===== src/rtl/sysreg_pkg.sv =====
package sysreg_pkg;

  localparam int unsigned DATA_W        = 64;
  localparam int unsigned HALF_W        = DATA_W / 2;
  localparam int unsigned SLOT_IDX_W    = 8;
  localparam int unsigned NUM_REGS_DEF  = 6;
  localparam int unsigned NUM_SLOTS_DEF = 6;

  typedef logic [DATA_W-1:0] word_t;

  // Attribute record of one logical register. hi == 0 means single slot.
  typedef struct packed {
    logic [SLOT_IDX_W-1:0] lo;
    logic [SLOT_IDX_W-1:0] hi;
    word_t                 rst;
    word_t                 res0;
    word_t                 res1;
    word_t                 raz;
    word_t                 rao;
  } reg_attr_t;

  function automatic reg_attr_t reg_attr(input int unsigned idx);
    reg_attr_t a;
    a = '0;
    case (idx)
      0: begin
        a.lo  = 8'd0;
        a.rst = 64'h0123_4567_89AB_CDEF;
      end
      1: begin
        a.lo  = 8'd1;
        a.hi  = 8'd2;
        a.rst = 64'h0000_00A5_0000_005A;
        a.raz = 64'hFFFF_0000_0000_0000;
        a.rao = 64'h0000_0000_0000_0001;
      end
      2: begin
        a.lo   = 8'd1;
        a.rao  = 64'h8000_0000_0000_0000;
        a.res0 = 64'h7FFF_FFFF_0000_0000;
      end
      3: begin
        a.lo   = 8'd3;
        a.rst  = 64'h0000_0000_0000_0030;
        a.res0 = 64'h0000_0000_0000_FF40;
        a.res1 = 64'h0000_0000_0000_0030;
      end
      4: begin
        a.lo   = 8'd4;
        a.hi   = 8'd5;
        a.raz  = 64'h0000_0F00_0000_00F0;
        a.rao  = 64'h0000_0000_0000_0100;
        a.res0 = 64'h00F0_0000_0000_0000;
      end
      5: begin
        a.lo   = 8'd5;
        a.res1 = 64'h0000_0000_0000_0001;
      end
      default: a = '0;
    endcase
    return a;
  endfunction

  function automatic word_t write_filter(input reg_attr_t a, input word_t d);
    return (d & ~(a.raz | a.rao)) | a.rao;
  endfunction

  // Content a given slot receives when a filtered value v is written through a.
  function automatic logic slot_hit(input reg_attr_t a, input int unsigned s);
    return (int'(a.lo) == int'(s)) || ((a.hi != '0) && (int'(a.hi) == int'(s)));
  endfunction

  function automatic word_t slot_part(input reg_attr_t a, input int unsigned s,
                                      input word_t v);
    word_t r;
    r = '0;
    if (a.hi == '0) begin
      r = v;
    end else if (int'(a.hi) == int'(s)) begin
      r[HALF_W-1:0] = v[DATA_W-1:HALF_W];
    end else begin
      r[HALF_W-1:0] = v[HALF_W-1:0];
    end
    return r;
  endfunction

  // Lowest-numbered register that maps the slot supplies its reset content.
  function automatic word_t slot_reset(input int unsigned s, input int unsigned nregs);
    word_t     r;
    reg_attr_t a;
    r = '0;
    for (int k = int'(nregs) - 1; k >= 0; k--) begin
      a = reg_attr(k);
      if (slot_hit(a, s)) r = slot_part(a, s, write_filter(a, a.rst));
    end
    return r;
  endfunction

endpackage


===== src/rtl/sysreg_write_path.sv =====
module sysreg_write_path
  import sysreg_pkg::*;
#(
  parameter int unsigned NUM_REGS  = NUM_REGS_DEF,
  parameter int unsigned NUM_SLOTS = NUM_SLOTS_DEF,
  parameter int unsigned IDX_W     = 3
) (
  input  logic [IDX_W-1:0]                idx_i,
  input  logic                            we_i,
  input  word_t                           wdata_i,
  output logic [NUM_SLOTS-1:0]            slot_we_o,
  output logic [NUM_SLOTS-1:0][DATA_W-1:0] slot_wdata_o
);

  reg_attr_t attr;
  logic      idx_ok;
  word_t     filtered;

  always_comb begin
    attr     = reg_attr(32'(idx_i));
    idx_ok   = 32'(idx_i) < NUM_REGS;
    filtered = write_filter(attr, wdata_i);
  end

  for (genvar s = 0; s < NUM_SLOTS; s++) begin : g_slot
    always_comb begin
      slot_we_o[s]    = we_i && idx_ok && slot_hit(attr, s);
      slot_wdata_o[s] = slot_part(attr, s, filtered);
    end
  end

endmodule


===== src/rtl/sysreg_slot_store.sv =====
module sysreg_slot_store
  import sysreg_pkg::*;
#(
  parameter int unsigned NUM_REGS  = NUM_REGS_DEF,
  parameter int unsigned NUM_SLOTS = NUM_SLOTS_DEF
) (
  input  logic                             clk_i,
  input  logic                             rst_n_i,
  input  logic [NUM_SLOTS-1:0]             slot_we_i,
  input  logic [NUM_SLOTS-1:0][DATA_W-1:0] slot_wdata_i,
  output logic [NUM_SLOTS-1:0][DATA_W-1:0] slot_q_o
);

  for (genvar s = 0; s < NUM_SLOTS; s++) begin : g_slot
    localparam word_t SLOT_RST = slot_reset(s, NUM_REGS);
    word_t slot_d;
    word_t slot_q;

    always_comb begin
      slot_d = slot_q;
      if (slot_we_i[s]) slot_d = slot_wdata_i[s];
    end

    always_ff @(posedge clk_i or negedge rst_n_i) begin
      if (!rst_n_i) begin
        slot_q <= SLOT_RST;
      end else if (slot_we_i[s]) begin
        slot_q <= slot_d;
      end
    end

    assign slot_q_o[s] = slot_q;
  end

endmodule


===== src/rtl/sysreg_read_path.sv =====
module sysreg_read_path
  import sysreg_pkg::*;
#(
  parameter int unsigned NUM_REGS  = NUM_REGS_DEF,
  parameter int unsigned NUM_SLOTS = NUM_SLOTS_DEF,
  parameter int unsigned IDX_W     = 3
) (
  input  logic [IDX_W-1:0]                idx_i,
  input  logic [NUM_SLOTS-1:0][DATA_W-1:0] slot_q_i,
  output word_t                           rdata_o,
  output logic                            res0_warn_o,
  output logic                            res1_warn_o
);

  reg_attr_t attr;
  logic      idx_ok;
  word_t     lo_val;
  word_t     hi_val;
  word_t     raw;

  always_comb begin
    attr   = reg_attr(32'(idx_i));
    idx_ok = 32'(idx_i) < NUM_REGS;
    lo_val = '0;
    hi_val = '0;
    for (int s = 0; s < int'(NUM_SLOTS); s++) begin
      if (int'(attr.lo) == s) lo_val = slot_q_i[s];
      if (int'(attr.hi) == s) hi_val = slot_q_i[s];
    end
    if (attr.hi != '0) raw = {hi_val[HALF_W-1:0], lo_val[HALF_W-1:0]};
    else               raw = lo_val;
  end

  always_comb begin
    rdata_o     = '0;
    res0_warn_o = 1'b0;
    res1_warn_o = 1'b0;
    if (idx_ok) begin
      rdata_o     = (raw & ~attr.raz) | attr.rao;
      res0_warn_o = |(raw & attr.res0);
      res1_warn_o = (raw & attr.res1) != attr.res1;
    end
  end

endmodule


===== src/rtl/sysreg_mask_bank.sv =====
module sysreg_mask_bank
  import sysreg_pkg::*;
#(
  parameter int unsigned NUM_REGS  = NUM_REGS_DEF,
  parameter int unsigned NUM_SLOTS = NUM_SLOTS_DEF,
  parameter int unsigned IDX_W     = 3
) (
  input  logic              clk_i,
  input  logic              rst_n_i,
  input  logic [IDX_W-1:0]  idx_i,
  input  logic              we_i,
  input  logic [63:0]       wdata_i,
  output logic [63:0]       rdata_o,
  output logic              res0_warn_o,
  output logic              res1_warn_o
);

  logic [1:0]                      rst_pipe_q;
  logic [1:0]                      rst_pipe_d;
  logic                            rst_sync_n;
  logic [NUM_SLOTS-1:0]            slot_we;
  logic [NUM_SLOTS-1:0][DATA_W-1:0] slot_wdata;
  logic [NUM_SLOTS-1:0][DATA_W-1:0] slot_q;

  // Reset asserts at once and releases two clock edges later.
  always_comb rst_pipe_d = {rst_pipe_q[0], 1'b1};

  always_ff @(posedge clk_i or negedge rst_n_i) begin
    if (!rst_n_i) rst_pipe_q <= '0;
    else          rst_pipe_q <= rst_pipe_d;
  end

  assign rst_sync_n = rst_pipe_q[1];

  sysreg_write_path #(
    .NUM_REGS (NUM_REGS),
    .NUM_SLOTS(NUM_SLOTS),
    .IDX_W    (IDX_W)
  ) wr_i (
    .idx_i       (idx_i),
    .we_i        (we_i),
    .wdata_i     (wdata_i),
    .slot_we_o   (slot_we),
    .slot_wdata_o(slot_wdata)
  );

  sysreg_slot_store #(
    .NUM_REGS (NUM_REGS),
    .NUM_SLOTS(NUM_SLOTS)
  ) store_i (
    .clk_i       (clk_i),
    .rst_n_i     (rst_sync_n),
    .slot_we_i   (slot_we),
    .slot_wdata_i(slot_wdata),
    .slot_q_o    (slot_q)
  );

  sysreg_read_path #(
    .NUM_REGS (NUM_REGS),
    .NUM_SLOTS(NUM_SLOTS),
    .IDX_W    (IDX_W)
  ) rd_i (
    .idx_i      (idx_i),
    .slot_q_i   (slot_q),
    .rdata_o    (rdata_o),
    .res0_warn_o(res0_warn_o),
    .res1_warn_o(res1_warn_o)
  );

endmodule


===== config.mk =====
export PLATFORM = sky130hd
export DESIGN_NAME = sysreg_mask_bank
export DESIGN_NICKNAME = d
export VERILOG_FILES = /design/src/rtl/sysreg_pkg.sv /design/src/rtl/sysreg_write_path.sv /design/src/rtl/sysreg_slot_store.sv /design/src/rtl/sysreg_read_path.sv /design/src/rtl/sysreg_mask_bank.sv
export SDC_FILE = /design/constraint.sdc
export NUM_CORES = 1
export LEC_CHECK = 0
export BUFFER_PORTS_ARGS = -buffer_cell sky130_fd_sc_hd__buf_2
export CAP_MARGIN = 20
export CORE_MARGIN = 10
export CORE_UTILIZATION = 54
export CTS_CLUSTER_DIAMETER = 80
export DETAILED_ROUTE_END_ITERATION = 8
export PLACE_DENSITY = 0.88
export SLEW_MARGIN = 20
export SYNTH_ARGS = -nofsm -noshare
export SYNTH_HDL_FRONTEND = slang
export SYNTH_SLANG_ARGS = --single-unit

===== constraint.sdc =====
create_clock -name clk_i -period 9.9 [get_ports clk_i]
set_input_delay 2.97 -clock clk_i [delete_from_list [all_inputs] [get_ports clk_i]]
set_output_delay 2.97 -clock clk_i [all_outputs]
set_load 0.02 [all_outputs]

==> summary by stage <==
Status
The flow ran to the end, and the final reports show no timing, DRC or antenna violations.

Synth
The fraction of synthesis flops using an asynchronous set or reset pin is 1.00. The post-synthesis instance area is 15,600 um^2. The mean cell area of the mapped netlist is approximately 10 um^2.

For this run, the register share of the synthesized area comes to 0.512. The net count after synthesis is around 1,600. The number of flops mapped to enable cells by yosys is 0. Counting flops and latches in the post-synthesis netlist gives 317. The post-synthesis cell type count is 62.

Among all flip-flop cells after synthesis, the most frequent one is sky130_fd_sc_hd__dfrtp_1. The count of yosys warnings during synthesis is 0. The synthesized instance count is 1,525.

Clock network
The clock-pin slew on the worst setup and hold paths is around 0.060 ns. The number of H-tree branching levels is 2. TritonCTS built the clock tree.

The clock latency on the worst-skew pair is 0.52 ns. The number of hold-repair buffers added at the cts stage is 0. In this run, CTS created clock tree buffers numbering 35. After clock tree synthesis, the repair step resized 0 gates.

The total setup buffers inserted after CTS is 0. The maximum number of buffers from clock root to sink is 3. Clock tree synthesis found a total of 317 sinks.

The master cell of the clock root buffer is sky130_fd_sc_hd__clkbuf_16.

Worst setup path
The capture instance of the worst register-to-register path is store_i.g_slot[5].slot_q[47]$_DFFE_PN0P_. The critical path goes through buf_6 -> buf_4 -> mux2i_1 -> o2bb2ai_1 -> a221oi_1 -> and2_1 -> nand4_1 -> o311a_1 -> a22o_1 -> buf_2. The data arrival time at the worst-slack endpoint is ~6.0 ns. The reg-to-reg setup timing slack is approximately 7.8 ns.

The category of cells accounting for the largest share of critical-path delay is buffers and inverters. The top fanout value on the critical path is 70. The length in cells of the worst reg-to-reg path is 2.

STA classifies the critical path endpoint as an output port. The endpoint required time on the critical path is approximately 6.9 ns. The sum of buffers and inverters on the critical path is 3.

The largest single stage delay on the critical path is a little over 0.5 ns. The kind of critical path is in -> out. The start of the worst register-to-register path is rst_pipe_q[1]$_DFF_PN0_. The cell with the biggest individual delay on the critical path is sky130_fd_sc_hd__buf_6. The worst setup path is launched from a primary input.

Global routing
Entering global routing, the biggest net connects 87 pins. Summed over all layers, the global routing overflow is 0. The initial antenna violation count came to 1.

The number of global-route vias before repair came to about 13,000. In the global route stage, overall resource usage came out at 0.249. The first-pass GRT wire length is around 72 mm.

Pwr
For this design the ratio of total power to cell area is between 200 and 250 nW/um^2. The share of total power dissipated in combinational logic is 0.196. The clock share of power is 0.342. The share of total power dissipated in sequential elements is 0.463. For this design the static power due to leakage is roughly 0.0081 uW. The analysis attributes to net switching a power of between 1000 and 1500 uW. The switching share of power is 0.297.

Cell internal power was estimated by the tool at between 2000 and 3000 uW. VDD sags by at most ~0.19 mV. Total power for the finished layout comes to 3760 uW.

Drt
The remaining routing DRC violations is 0. The first-pass iteration count of the detailed router is 7. Summed over all layers, the routed wires come to 46.4 mm.

Using the TritonRoute via totals, the vias-per-cell ratio works out to 6.41. The post-detailed-route wirelength per cell is ~23 um. The via count is between 10,000 and 15,000. The detail route stage leaves a number of antenna-violating nets equal to 0. The number of design-rule violations left by the first detailed-router iteration is between 1,500 and 2,000.

STA
The count of final max-slew check failures is 0. The minimum setup slack in the final design is just over 0.9 ns. The post-route worst hold slack is ~0.35 ns. The worst slew slack as a fraction of its limit is 0.286. Timing would allow up to between 0.1 and 0.15 GHz. The clock arrives with slightly above 0.02 ns of skew. At the pin with the least slew margin, the transition time is roughly 1.1 ns. Setup repair after global routing left no endpoint under its margin. The post-route setup TNS is 0 ns. The post-route minimum period is between 8 and 9 ns.

In the finished design, the share of the clock period the worst path needs comes to 0.908. The total count of hold-check failures in the final report was 0. Setup violations remaining at the end of the flow were counted as 0.

Floorplan
The die boundary height is ~190 um. The initial standard-cell utilization of the core is 0.545. The core region is approximately 29,000 um^2. The area of the die is between 30,000 and 40,000 um^2. The number of placement rows is between 60 and 70.

The number of primary I/O pins is between 100 and 150. The die is ~190 um wide.

Final layout
The commonest non-fill, non-tap cell in the layout is sky130_fd_sc_hd__nand2_1. The antenna diode instance count is 0. The area added between synthesis and finish is 12.5%.

The net count of the finished layout is 1,663. The count of non-filler cells in the finished layout is between 2,000 and 2,500. In the final layout, the share of cells above drive strength 1 is 0.268. Leaving out fill and tap cells, the most frequent cells in the layout are 281 x sky130_fd_sc_hd__nand2_1, 272 x sky130_fd_sc_hd__dfrtp_1, 190 x sky130_fd_sc_hd__o21ai_0.

Placed design
The wire-length estimate of the detail-placed layout is slightly above 30 mm. Counting tap cells, the placed design contains a total of around 1,900 instances. Timing analysis after detailed placement gives a worst setup slack of 1.09 ns. The weighted congestion reported at the end of routability-driven placement is 0.921. The count of input and output buffers is around 140.

Flow run
The count of max-cap constraint violations is 0.

Min path
The min-delay analysis places its worst path in the category reg -> reg. The worst hold path passes through 0 cells. The worst hold path terminates at rst_pipe_q[1]$_DFF_PN0_. The origin of the worst min-delay path is rst_pipe_q[0]$_DFF_PN0_.
logic make-up (layout without fill, tap and decap cells):
group                  Yosys count  in the layout  share of synthesized area
other                            1              1                   0.000240
buffers and inverters          132            226                     0.0418
multiplexers                   255            255                      0.177
flip-flops                     317            317                      0.512
AO/OA/AOI/OAI                  384            384                      0.151
AND/OR/NAND/NOR                436            436                      0.119
layer usage:
metal | vias up | global-route usage | wire length, um
li1 | 5539 | - | -
met1 | 6364 | 0.309 | 18000
met2 | 796 | 0.396 | 21500
met3 | 147 | 0.0718 | 5050
met4 | 2 | 0.114 | 1860
met5 | - | 0 | 13
synthesized netlist by cell type (all sizes together) (5+ instances only):
master,number,area (um^2)
a211oi,14,105
nand2b,9,56.3
a2bb2oi,6,52.6
mux2i,98,981
o21ai,191,956
nor2,79,297
o211ai,7,52.6
and2,5,33.8
dfrtp,273,6830
nand2,282,1060
and3,5,31.3
a31oi,30,188
o211a,8,80.1
a22o,9,78.8
a21oi,31,155
clkbuf,73,274
o22ai,40,250
o21a,8,60.1
o32ai,8,85.1
nor2b,21,139
nand4,7,43.8
nand3,8,40.0
mux2,156,1760
dfstp,44,1160
o221ai,7,61.3
a221oi,5,50.0
buf,56,368
cell type report:
class / instances / area (um^2)
clock buffers: 58 / 1070
clock inverters: 5 / 65.1
fillers: 2211 / 11100
inverters: 3 / 11.3
multi-input cells: 1076 / 7010
flip-flops and latches: 317 / 7990
well taps: 384 / 480
repair buffers: 160 / 931
through the flow:
step | utilization | instance area [um^2]
2_1_floorplan | - | 15600
3_3_place_gp | 0.572 | 16400
3_5_place_dp | 0.572 | 16400
4_1_cts | 0.611 | 17500
5_1_grt | 0.613 | 17600
6_report | 0.613 | 17600
registers in the layout, indices dropped and copies added (netlist names):
name                   cells
store_i.g_slot.slot_q    315
rst_pipe_q                 2
power by group through the flow:
stage / logic [uW] / clock network (uW) / registers [uW]
after global placement: 686 / 0 / 1730
after global routing: 807 / 1350 / 1760
final: 737 / 1290 / 1740
after detailed placement: 719 / 0 / 1750
after floorplan: 518 / 0 / 1700
after CTS: 727 / 1290 / 1730
worst max path at each step:
stage | startpoint | end | slack (ns) | depth (start not counted)
after floorplan | rst_pipe_q[1]$_DFF_PN0_ | store_i.g_slot[0].slot_q[12]$_DFFE_PN0P_ | 0.49 | 0
after global placement | idx_i[1] | res0_warn_o | 1.05 | 9
after detailed placement | idx_i[1] | res0_warn_o | 1.09 | 10
after CTS | idx_i[1] | res0_warn_o | 1.07 | 10
after global routing | idx_i[1] | res0_warn_o | 0.82 | 9
final | idx_i[1] | res0_warn_o | 0.91 | 10
Power figures use the tool's default switching activity.
